**src/rtl/poll_seq_pkg.sv**
```systemverilog
package poll_seq_pkg;

  typedef enum logic [1:0] {
    SQ_LAUNCH = 2'd0,
    SQ_READ   = 2'd1,
    SQ_SKIP   = 2'd2
  } seqState_t;

  typedef struct packed {
    logic advance;   // step to the next calendar entry
    logic cntClr;    // restart the burst counter
    logic cntInc;    // count one burst beat
    logic idLoad;    // publish the target entry on the ID output
    logic rdActive;  // a bank is being read this cycle
  } strobe_t;

endpackage

```
**src/rtl/poll_seq_ctrl.sv**
```systemverilog
module poll_seq_ctrl
  import poll_seq_pkg::*;
#(
  parameter int SKIP_CYC = 2
) (
  input  logic    clk,
  input  logic    rst,
  input  logic    curEn,
  input  logic    nextEn,
  input  logic    burstDone,
  output strobe_t st
);

  localparam int SKIP_W = (SKIP_CYC > 1) ? $clog2(SKIP_CYC) : 1;
  localparam logic [SKIP_W-1:0] SKIP_LAST = SKIP_W'(SKIP_CYC - 1);

  seqState_t state, nxtState;
  logic [SKIP_W-1:0] skipCnt, nxtSkip;

  always_comb begin
    nxtState    = state;
    nxtSkip     = skipCnt;
    st          = '0;
    st.rdActive = (state == SQ_READ);
    case (state)
      SQ_LAUNCH: begin
        if (curEn) begin
          nxtState  = SQ_READ;
          st.cntClr = 1'b1;
          st.idLoad = 1'b1;
        end else begin
          nxtState = SQ_SKIP;
          nxtSkip  = '0;
        end
      end
      SQ_READ: begin
        if (burstDone) begin
          st.advance = 1'b1;
          if (nextEn) begin
            st.cntClr = 1'b1;
            st.idLoad = 1'b1;
          end else begin
            nxtState = SQ_SKIP;
            nxtSkip  = '0;
          end
        end else begin
          st.cntInc = 1'b1;
        end
      end
      SQ_SKIP: begin
        if (skipCnt == SKIP_LAST) begin
          st.advance = 1'b1;
          nxtSkip    = '0;
          if (nextEn) begin
            nxtState  = SQ_READ;
            st.cntClr = 1'b1;
            st.idLoad = 1'b1;
          end
        end else begin
          nxtSkip = skipCnt + 1'b1;
        end
      end
      default: nxtState = SQ_LAUNCH;
    endcase
  end

  always_ff @(posedge clk) begin
    if (rst) begin
      state   <= SQ_LAUNCH;
      skipCnt <= '0;
    end else begin
      state   <= nxtState;
      skipCnt <= nxtSkip;
    end
  end

endmodule

```
**src/rtl/poll_seq_dp.sv**
```systemverilog
module poll_seq_dp
  import poll_seq_pkg::*;
#(
  parameter int NUM_PORTS = 4,
  parameter int NUM_BANKS = 4,
  parameter int BURST_W   = 4,
  parameter int ID_W      = 8,
  localparam int IDX_W    = $clog2(NUM_PORTS),
  localparam int BANK_W   = $clog2(NUM_BANKS)
) (
  input  logic                          clk,
  input  logic                          rst,
  input  strobe_t                       st,
  input  logic [NUM_PORTS*BURST_W-1:0]  burstLen,
  input  logic [NUM_PORTS*BANK_W-1:0]   portBank,
  input  logic [NUM_BANKS-1:0]          linkDis,
  output logic                          curEn,
  output logic                          nextEn,
  output logic                          burstDone,
  output logic [ID_W-1:0]               portId,
  output logic                          rdEn,
  output logic [NUM_BANKS-1:0]          bankSel
);

  localparam logic [IDX_W-1:0] LAST_IDX = IDX_W'(NUM_PORTS - 1);

  logic [IDX_W-1:0]   entry, nextIdx, tgtIdx, idReg;
  logic [BURST_W-1:0] cnt, curBurst;
  logic [BURST_W:0]   beatCount;
  logic [BANK_W-1:0]  curBank, nextBank;

  assign nextIdx  = (entry == LAST_IDX) ? '0 : entry + 1'b1;
  assign tgtIdx   = st.advance ? nextIdx : entry;
  assign curBurst = burstLen[entry*BURST_W +: BURST_W];
  assign curBank  = portBank[entry*BANK_W +: BANK_W];
  assign nextBank = portBank[nextIdx*BANK_W +: BANK_W];

  assign curEn  = ~linkDis[curBank];
  assign nextEn = ~linkDis[nextBank];

  // A burst value of zero still yields one beat.
  assign beatCount = {1'b0, cnt} + (BURST_W+1)'(1);
  assign burstDone = (beatCount >= {1'b0, curBurst});

  always_ff @(posedge clk) begin
    if (rst) begin
      entry <= '0;
      cnt   <= '0;
      idReg <= '0;
    end else begin
      if (st.advance) entry <= nextIdx;
      if (st.cntClr)      cnt <= '0;
      else if (st.cntInc) cnt <= cnt + 1'b1;
      if (st.idLoad) idReg <= tgtIdx;
    end
  end

  assign portId = ID_W'(idReg);
  assign rdEn   = st.rdActive;

  always_comb begin
    bankSel = '0;
    if (st.rdActive) bankSel[curBank] = 1'b1;
  end

endmodule

```
**src/rtl/poll_seq.sv**
```systemverilog
module poll_seq
  import poll_seq_pkg::*;
#(
  parameter int NUM_PORTS = 4,
  parameter int NUM_BANKS = 4,
  parameter int BURST_W   = 4,
  parameter int ID_W      = 8,
  parameter int SKIP_CYC  = 2,
  localparam int BANK_W   = $clog2(NUM_BANKS)
) (
  input  logic                          clk,
  input  logic                          rst,
  input  logic [NUM_PORTS*BURST_W-1:0]  burstLen,
  input  logic [NUM_PORTS*BANK_W-1:0]   portBank,
  input  logic [NUM_BANKS-1:0]          linkDis,
  output logic [ID_W-1:0]               portId,
  output logic                          rdEn,
  output logic [NUM_BANKS-1:0]          bankSel
);

  strobe_t st;
  logic curEn, nextEn, burstDone;

  poll_seq_ctrl #(.SKIP_CYC(SKIP_CYC)) u_ctrl (
    .clk(clk), .rst(rst), .curEn(curEn), .nextEn(nextEn),
    .burstDone(burstDone), .st(st)
  );

  poll_seq_dp #(
    .NUM_PORTS(NUM_PORTS), .NUM_BANKS(NUM_BANKS),
    .BURST_W(BURST_W), .ID_W(ID_W)
  ) u_dp (
    .clk(clk), .rst(rst), .st(st), .burstLen(burstLen),
    .portBank(portBank), .linkDis(linkDis), .curEn(curEn),
    .nextEn(nextEn), .burstDone(burstDone), .portId(portId),
    .rdEn(rdEn), .bankSel(bankSel)
  );

endmodule

```
**config.mk**
```make
export PLATFORM = sky130hd
export DESIGN_NAME = poll_seq
export DESIGN_NICKNAME = d
export VERILOG_FILES = /design/src/rtl/poll_seq_pkg.sv /design/src/rtl/poll_seq_ctrl.sv /design/src/rtl/poll_seq_dp.sv /design/src/rtl/poll_seq.sv
export SDC_FILE = /design/constraint.sdc
export NUM_CORES = 1
export LEC_CHECK = 0
export ABC_CLOCK_PERIOD_IN_PS = 3000
export CORE_MARGIN = 2
export CORE_UTILIZATION = 45
export CTS_BUF_LIST = sky130_fd_sc_hd__clkbuf_4
export CTS_CLUSTER_DIAMETER = 80
export CTS_CLUSTER_SIZE = 30
export DETAILED_ROUTE_END_ITERATION = 8
export DONT_BUFFER_PORTS = 1
export MAX_ROUTING_LAYER = met4
export PLACE_DENSITY = 0.59
export SYNTH_ARGS = -nofsm -noshare
export SYNTH_HDL_FRONTEND = slang
export SYNTH_SLANG_ARGS = --single-unit
export TNS_END_PERCENT = 1
```
**constraint.sdc**
```tcl
create_clock -name clk -period 3 [get_ports clk]
set_input_delay 0.6 -clock clk [delete_from_list [all_inputs] [get_ports clk]]
set_output_delay 0.6 -clock clk [all_outputs]
set_load 0.03 [all_outputs]
```
* Word level (Yosys, flattened, before mapping)
Cells that the tools add are included.
** Operators by class
- Shift operators :: 3
- Add/sub/neg operators :: 4
- Muxes and demuxes :: 31
- Equal/unequal tests :: 8
- Order comparisons :: 4
- Reduce and logical (&&, ||, !) cells :: 6
** Operators with widths (number)
- 2-to-1 mux 2 bit :: 9
- indexed part select 16 x 5 -> 4 bit :: 1
- indexed part select 8 x 4 -> 2 bit :: 2
- 2-to-1 mux 1 bit :: 13
- case mux 1 bit (3 select lines) :: 3
- != test 2 x 1 -> 1 bit, second input constant :: 4
- AND reduction 4 bit :: 2
- less-than comparator 2 x 3 -> 1 bit, second input constant :: 2
- case mux 2 bit (3 select lines) :: 1
- adder 4 x 1 -> 5 bit, second input constant :: 1
- greater-or-equal comparator 5 x 4 -> 1 bit :: 1
- adder 4 x 1 -> 4 bit, second input constant :: 1
- binary-select mux 1 bit (select 2 bit) :: 2
- == test 2 bit, second input constant :: 2
- 2-to-1 mux 4 bit :: 1
- nonzero test 3 bit :: 1
- adder 2 x 1 -> 2 bit, second input constant :: 1
- demux 1 bit (select 2 bit) :: 1
- == test 2 x 1 -> 1 bit, second input constant :: 1
- greater-or-equal comparator 2 x 1 -> 1 bit, second input constant :: 1
- logical NOT 2 bit :: 1
- != test 2 bit, second input constant :: 1
- case mux 1 bit (2 select lines) :: 1
- OR reduction 2 bit :: 1
- 2 further kinds :: 2
** Storage, ports and cells
- Output and inout port bits :: 13
- Word-level logic and storage cells :: 61
- Register bits after elaboration :: 11

* Longest topological paths before layout
- Depth after elaboration :: 9
- Depth in mapped cells :: 9
- Mapped depth without buffers :: 8

* By module
From an unflattened synthesis, not the netlist that was laid out.
** Unflattened totals
- Cell total of the unflattened synthesis :: 113
- Area, all modules :: 1077.3 µm²
** By module, submodules not included
- poll_seq_dp :: area each 783.3 µm², cells an instance 76, sequential area each 160.2 µm², instances 1
- poll_seq_ctrl :: area each 294.0 µm², cells an instance 37, sequential area each 60.1 µm², instances 1

* Least setup slack after synthesis
Ideal clock, no wire load.
- Kind :: flip-flop to flip-flop
- Start :: register u_dp.entry[0]
- End :: register u_dp.cnt[3]
- Arrival time :: 2.681 ns
- Path slack :: 0.224 ns
- Required time :: 2.905 ns
- Stages on the path, launching flop included :: 10
- Period minus slack after synthesis :: 2.776 ns
- Cells stage by stage :: dfxtp_1 -> buf_2 -> mux4_1 -> ha_1 -> nand2b_1 -> a211oi_1 -> o21a_1 -> nand2_1 -> or3_1 -> a221oi_1
** Between the ends
- Longest elaborated chain between the ends :: 9
- Elaborated cells on any way between the ends :: 19
- Classes of those cells :: add/sub (1); order compare (1); eq/ne (1); shift (3); mux (12); reduce/logical (1)
** Ends and longest elaborated chain
- from (decl) :: RTL line poll_seq_dp.sv:27 : logic [IDX_W-1:0] entry, nextIdx, tgtIdx, idReg;
- from (signal assigned) :: RTL line poll_seq_dp.sv:51 : if (st.advance) entry <= nextIdx;
- adder 2 x 1 -> 2 bit / == test 2 bit (equally long branches) :: RTL line poll_seq_dp.sv:32 : assign nextIdx = (entry == LAST_IDX) ? '0 : entry + 1'b1;
- 2-to-1 mux 2 bit :: RTL line poll_seq_dp.sv:32
- indexed part select 8 x 4 -> 2 bit :: RTL line poll_seq_dp.sv:36 : assign nextBank = portBank[nextIdx*BANK_W +: BANK_W];
- binary-select mux 1 bit (select 2 bit) :: RTL line poll_seq_dp.sv:39 : assign nextEn = ~linkDis[nextBank];
- 2-to-1 mux 1 bit (not written as such) :: RTL line poll_seq_dp.sv:39
- 2-to-1 mux 1 bit :: RTL line poll_seq_ctrl.sv:39, poll_seq_ctrl.sv:54
- 2-to-1 mux 2 bit (on tied branches) :: RTL line poll_seq_ctrl.sv:51, poll_seq_ctrl.sv:37
- case mux 1 bit (3 select lines) :: RTL line poll_seq_ctrl.sv:25 : case (state)
- OR reduction 2 bit (no line)
- to (signal assigned) :: RTL line poll_seq_dp.sv:53 : else if (st.cntInc) cnt <= cnt + 1'b1;
- to (decl) :: RTL line poll_seq_dp.sv:28 : logic [BURST_W-1:0] cnt, curBurst;
Several ways; a longest one is shown, not always the timed one. The select of a mux whose other input is x is not followed.
A chain may end at the register's enable or synchronous reset.

* Worst setup path in the final report
- Start :: register u_dp.entry[0]
- End :: register u_ctrl.state[0]
** Between the ends
- Longest elaborated chain between the ends :: 7
- Elaborated cells on any way between the ends :: 17
- Classes of those cells :: add/sub (1); order compare (1); eq/ne (4); shift (3); mux (7); reduce/logical (1)
** Ends and longest elaborated chain
- adder 2 x 1 -> 2 bit / == test 2 bit (equally long branches) :: RTL line poll_seq_dp.sv:32
- 2-to-1 mux 2 bit :: RTL line poll_seq_dp.sv:32
- indexed part select 8 x 4 -> 2 bit :: RTL line poll_seq_dp.sv:36
- binary-select mux 1 bit (select 2 bit) :: RTL line poll_seq_dp.sv:39
- 2-to-1 mux 1 bit (not written as such) :: RTL line poll_seq_dp.sv:39
- != test 2 bit (no line) / != test 2 x 1 -> 1 bit (equally long branches)
- AND reduction 4 bit (no line)
- to (signal assigned) :: RTL line poll_seq_ctrl.sv:72 : state <= nxtState;
- to (decl) :: RTL line poll_seq_ctrl.sv:17 : seqState_t state, nxtState;
Several ways; a longest one is shown, not always the timed one. The select of a mux whose other input is x is not followed.

==> results.yml <==
outcome:
  status: "completed"
routing:
  via_per_inst: 6.05
  num_vias: 913
  final_antenna_net_count: 0
  dr.first_iter.drc_count: 17
  dr.pass1.iters: 4
  drc: 0
  drt-total-wl_mm: 2.16
  wl_per_cell_um: 14.3
floorplan:
  start_util_pct: 46.6
  num_rows: 18
  die_area_um2: 2910
  coreArea_um2: 2410
  die_y_um: 53.9
  ios: 43
  die_w_um: 53.9
synthesis:
  muxShareOfSynthArea_pct: 23.3
  synth_flop_cell: "dfxtp_1"
  ys_warn_count: 0
  ys_types: 36
  synth-simple-area-share_pct: 12.7
  syn_inst: 121
  syn_area_um2: 1120
  yosys.area_share.adder_pct: 12.3
  synth_compound_area_share_pct: 18.8
  yosysSeqAreaShare_pct: 19.6
  avgSynthCellArea_um2: 9.28
  synth_common_cells: "dfxtp_1 (11), ha_1 (11), inv_1 (11)"
  synth_top_family_by_area: "multiplexers"
  synth_area_leaders: "dfxtp_1 (20%), mux4_2 (14%), ha_1 (12%)"
  yosysTopAreaCell: "dfxtp_1"
  synthXorXnorAreaFrac_pct: 3.12
  synth_edf_count: 0
  synth_seq_cells: 11
  async_flop_share_pct: 0
  synth.top_cell.area_share_pct: 19.6
timing:
  rsz0062_at_grt: "no"
  timing.fmax_mhz: 370
  finalSetupViolCount: 0
  slew_viol_final: 0
  clock_skew_ns: 0.00453
  hold_viol: 0
  hold_ws_ns: 0.378
  tightest_slew_ns: 0.632
  post-route-period-util_pct: 90.2
  fin_crit_ns: 2.71
  setup_tns_ns: 0
  maxSlewHeadroom_pct: 57.9
power:
  p_comb_share_pct: 53.4
  total_leakage_power_uw: 0.000456
  power_switching_uw: 317
  peakVddDrop_uv: 310
  pwr-share-seq_pct: 29.3
  p_per_area_nw_per_um2: 602
  swShare_pct: 45.8
  pwr-share-clk_pct: 17.3
  p_int_uw: 375
global_route:
  antenna_found_initial: 0
  grt_pass1_wl_mm: 3.73
  grt_max_degree: 13
  grt.overflow.total: 0
  grt_util_all_layers_pct: 18.7
  grt_pass1_vias: 847
critical_path:
  crit_fanout: 10
  critical_path_class: "register to register"
  cp.arrival_ns: 2.87
  cp_data_required_time_ns: 3.16
  cp-start-kind: "register"
  end_kind: "register"
flow_run:
  timing.max_cap.violations: 0
placed_design:
  dp_hpwl_mm: 1.76
  io_buffers: 0
  place.gp.congestion: 0.831
cts:
  cts_tree: "done"
  clock-root-buffer: "clkbuf_4"
  clk_latency_ns: 0.28
  htree_num_levels: 1
  cts_buffers: 3
  cts_buffer_depth: 2
  clkTransAtPathRegs_ns: 0.08
  clock-sinks: 11
layout:
  syn_to_final_growth_pct: 2.34
  final_nets: 163
  antennaDiodeCount: 0
  fillers: 231
  drive_gt1_share_pct: 14.0
hold_path:
  hold_path_class: "input pin to register"
-- cell families after synthesis --
family          count (synthesis)
fa+ha+maj                      11
buf+inv                        21
flops                          11
xor+xnor                        4
mux                            14
simple gates                   30
other cells                     1
compound gates                 29
-- registers in the layout (all words and copies together) (netlist names) --
signal / cells
u_ctrl.skipCnt: 1
u_dp.idReg: 2
u_dp.cnt: 4
u_ctrl.state: 2
u_dp.entry: 2
-- per-stage QoR --
stage | util [%] | instances | cell area (µm²) | setup slack [ns] | power (µW)
floorplan | - | 126 | 1140 | 0.224 | 518
global placement | 46.4 | 147 | 1120 | 0.129 | 568
detailed placement | 46.4 | 147 | 1120 | 0.0521 | 573
CTS | 47.6 | 151 | 1150 | 0.223 | 693
global route | 47.7 | 151 | 1150 | 0.0751 | 752
finish | 47.7 | 151 | 1150 | 0.294 | 691
-- area by class of cell --
cell class                      instances  area, µm²  share of cell area [%]
Clock buffer                            4       30.0                    2.61
Inverter                               11       41.3                    3.59
Multi-Input combinational cell         94        812                    70.7
Sequential cell                        11        220                    19.2
Tap cell                               30       37.5                    3.27
Timing Repair Buffer                    1       7.51                   0.654
-- timing repair --
action / in CTS / in global routing
hold buffers: 0 / 0
gates resized for setup: 0 / 1
endpoints found under the setup margin: 0 / 1
endpoints found under the hold margin: 0 / 0
buffers inserted: 0 / 0
-- power by group through the flow --
stage               clock [µW]  combinational, µW  sequential, µW
floorplan                    0                323             195
global placement             0                363             205
detailed placement           0                369             204
CTS                        120                371             201
global route               131                415             207
finish                     120                369             202
-- worst paths after layout --
check,startpoint,end,slack (ns),depth (start not counted)
worst max register to register,u_dp.entry[0],u_ctrl.state[0],0.29,8
worst min-delay path,rst,u_dp.cnt[2],0.38,1
worst min register to register,u_dp.cnt[1],u_dp.cnt[1],0.50,2
worst max-delay path,u_dp.entry[0],u_ctrl.state[0],0.29,8
-- layout by cell type (no fill, tap or decap), drive strengths merged, types with 2 or more instances in the layout --
master   n
o21ai    5
a211oi   3
nor2    10
nand2    8
nand2b   3
mux2i    4
o211ai   3
dfxtp   11
a21oi    3
ha      11
nand3    5
a221oi   2
inv     11
xor2     3
clkbuf   4
conb     6
a31oi    2
mux4     9
o31ai    4
-- worst max-delay path: stages, from the launching register on --
cell       delay, ns
dfxtp_1         0.33
buf_4           0.18
ha_1            0.36
mux4_2          0.55
mux2i_1         0.16
mux2_2          0.31
nor3_1          0.42
a2bb2oi_1       0.20
o31ai_1         0.07
-- metal layers --
metal,global-route usage (%),wire length (µm),vias to the layer above
li1,-,-,436
met1,24.5,911,433
met2,27.0,1040,40
met3,5.00,181,4
met4,7.69,27,0
met5,-,0,-
Note: power is estimated with default switching activity, not from simulation.
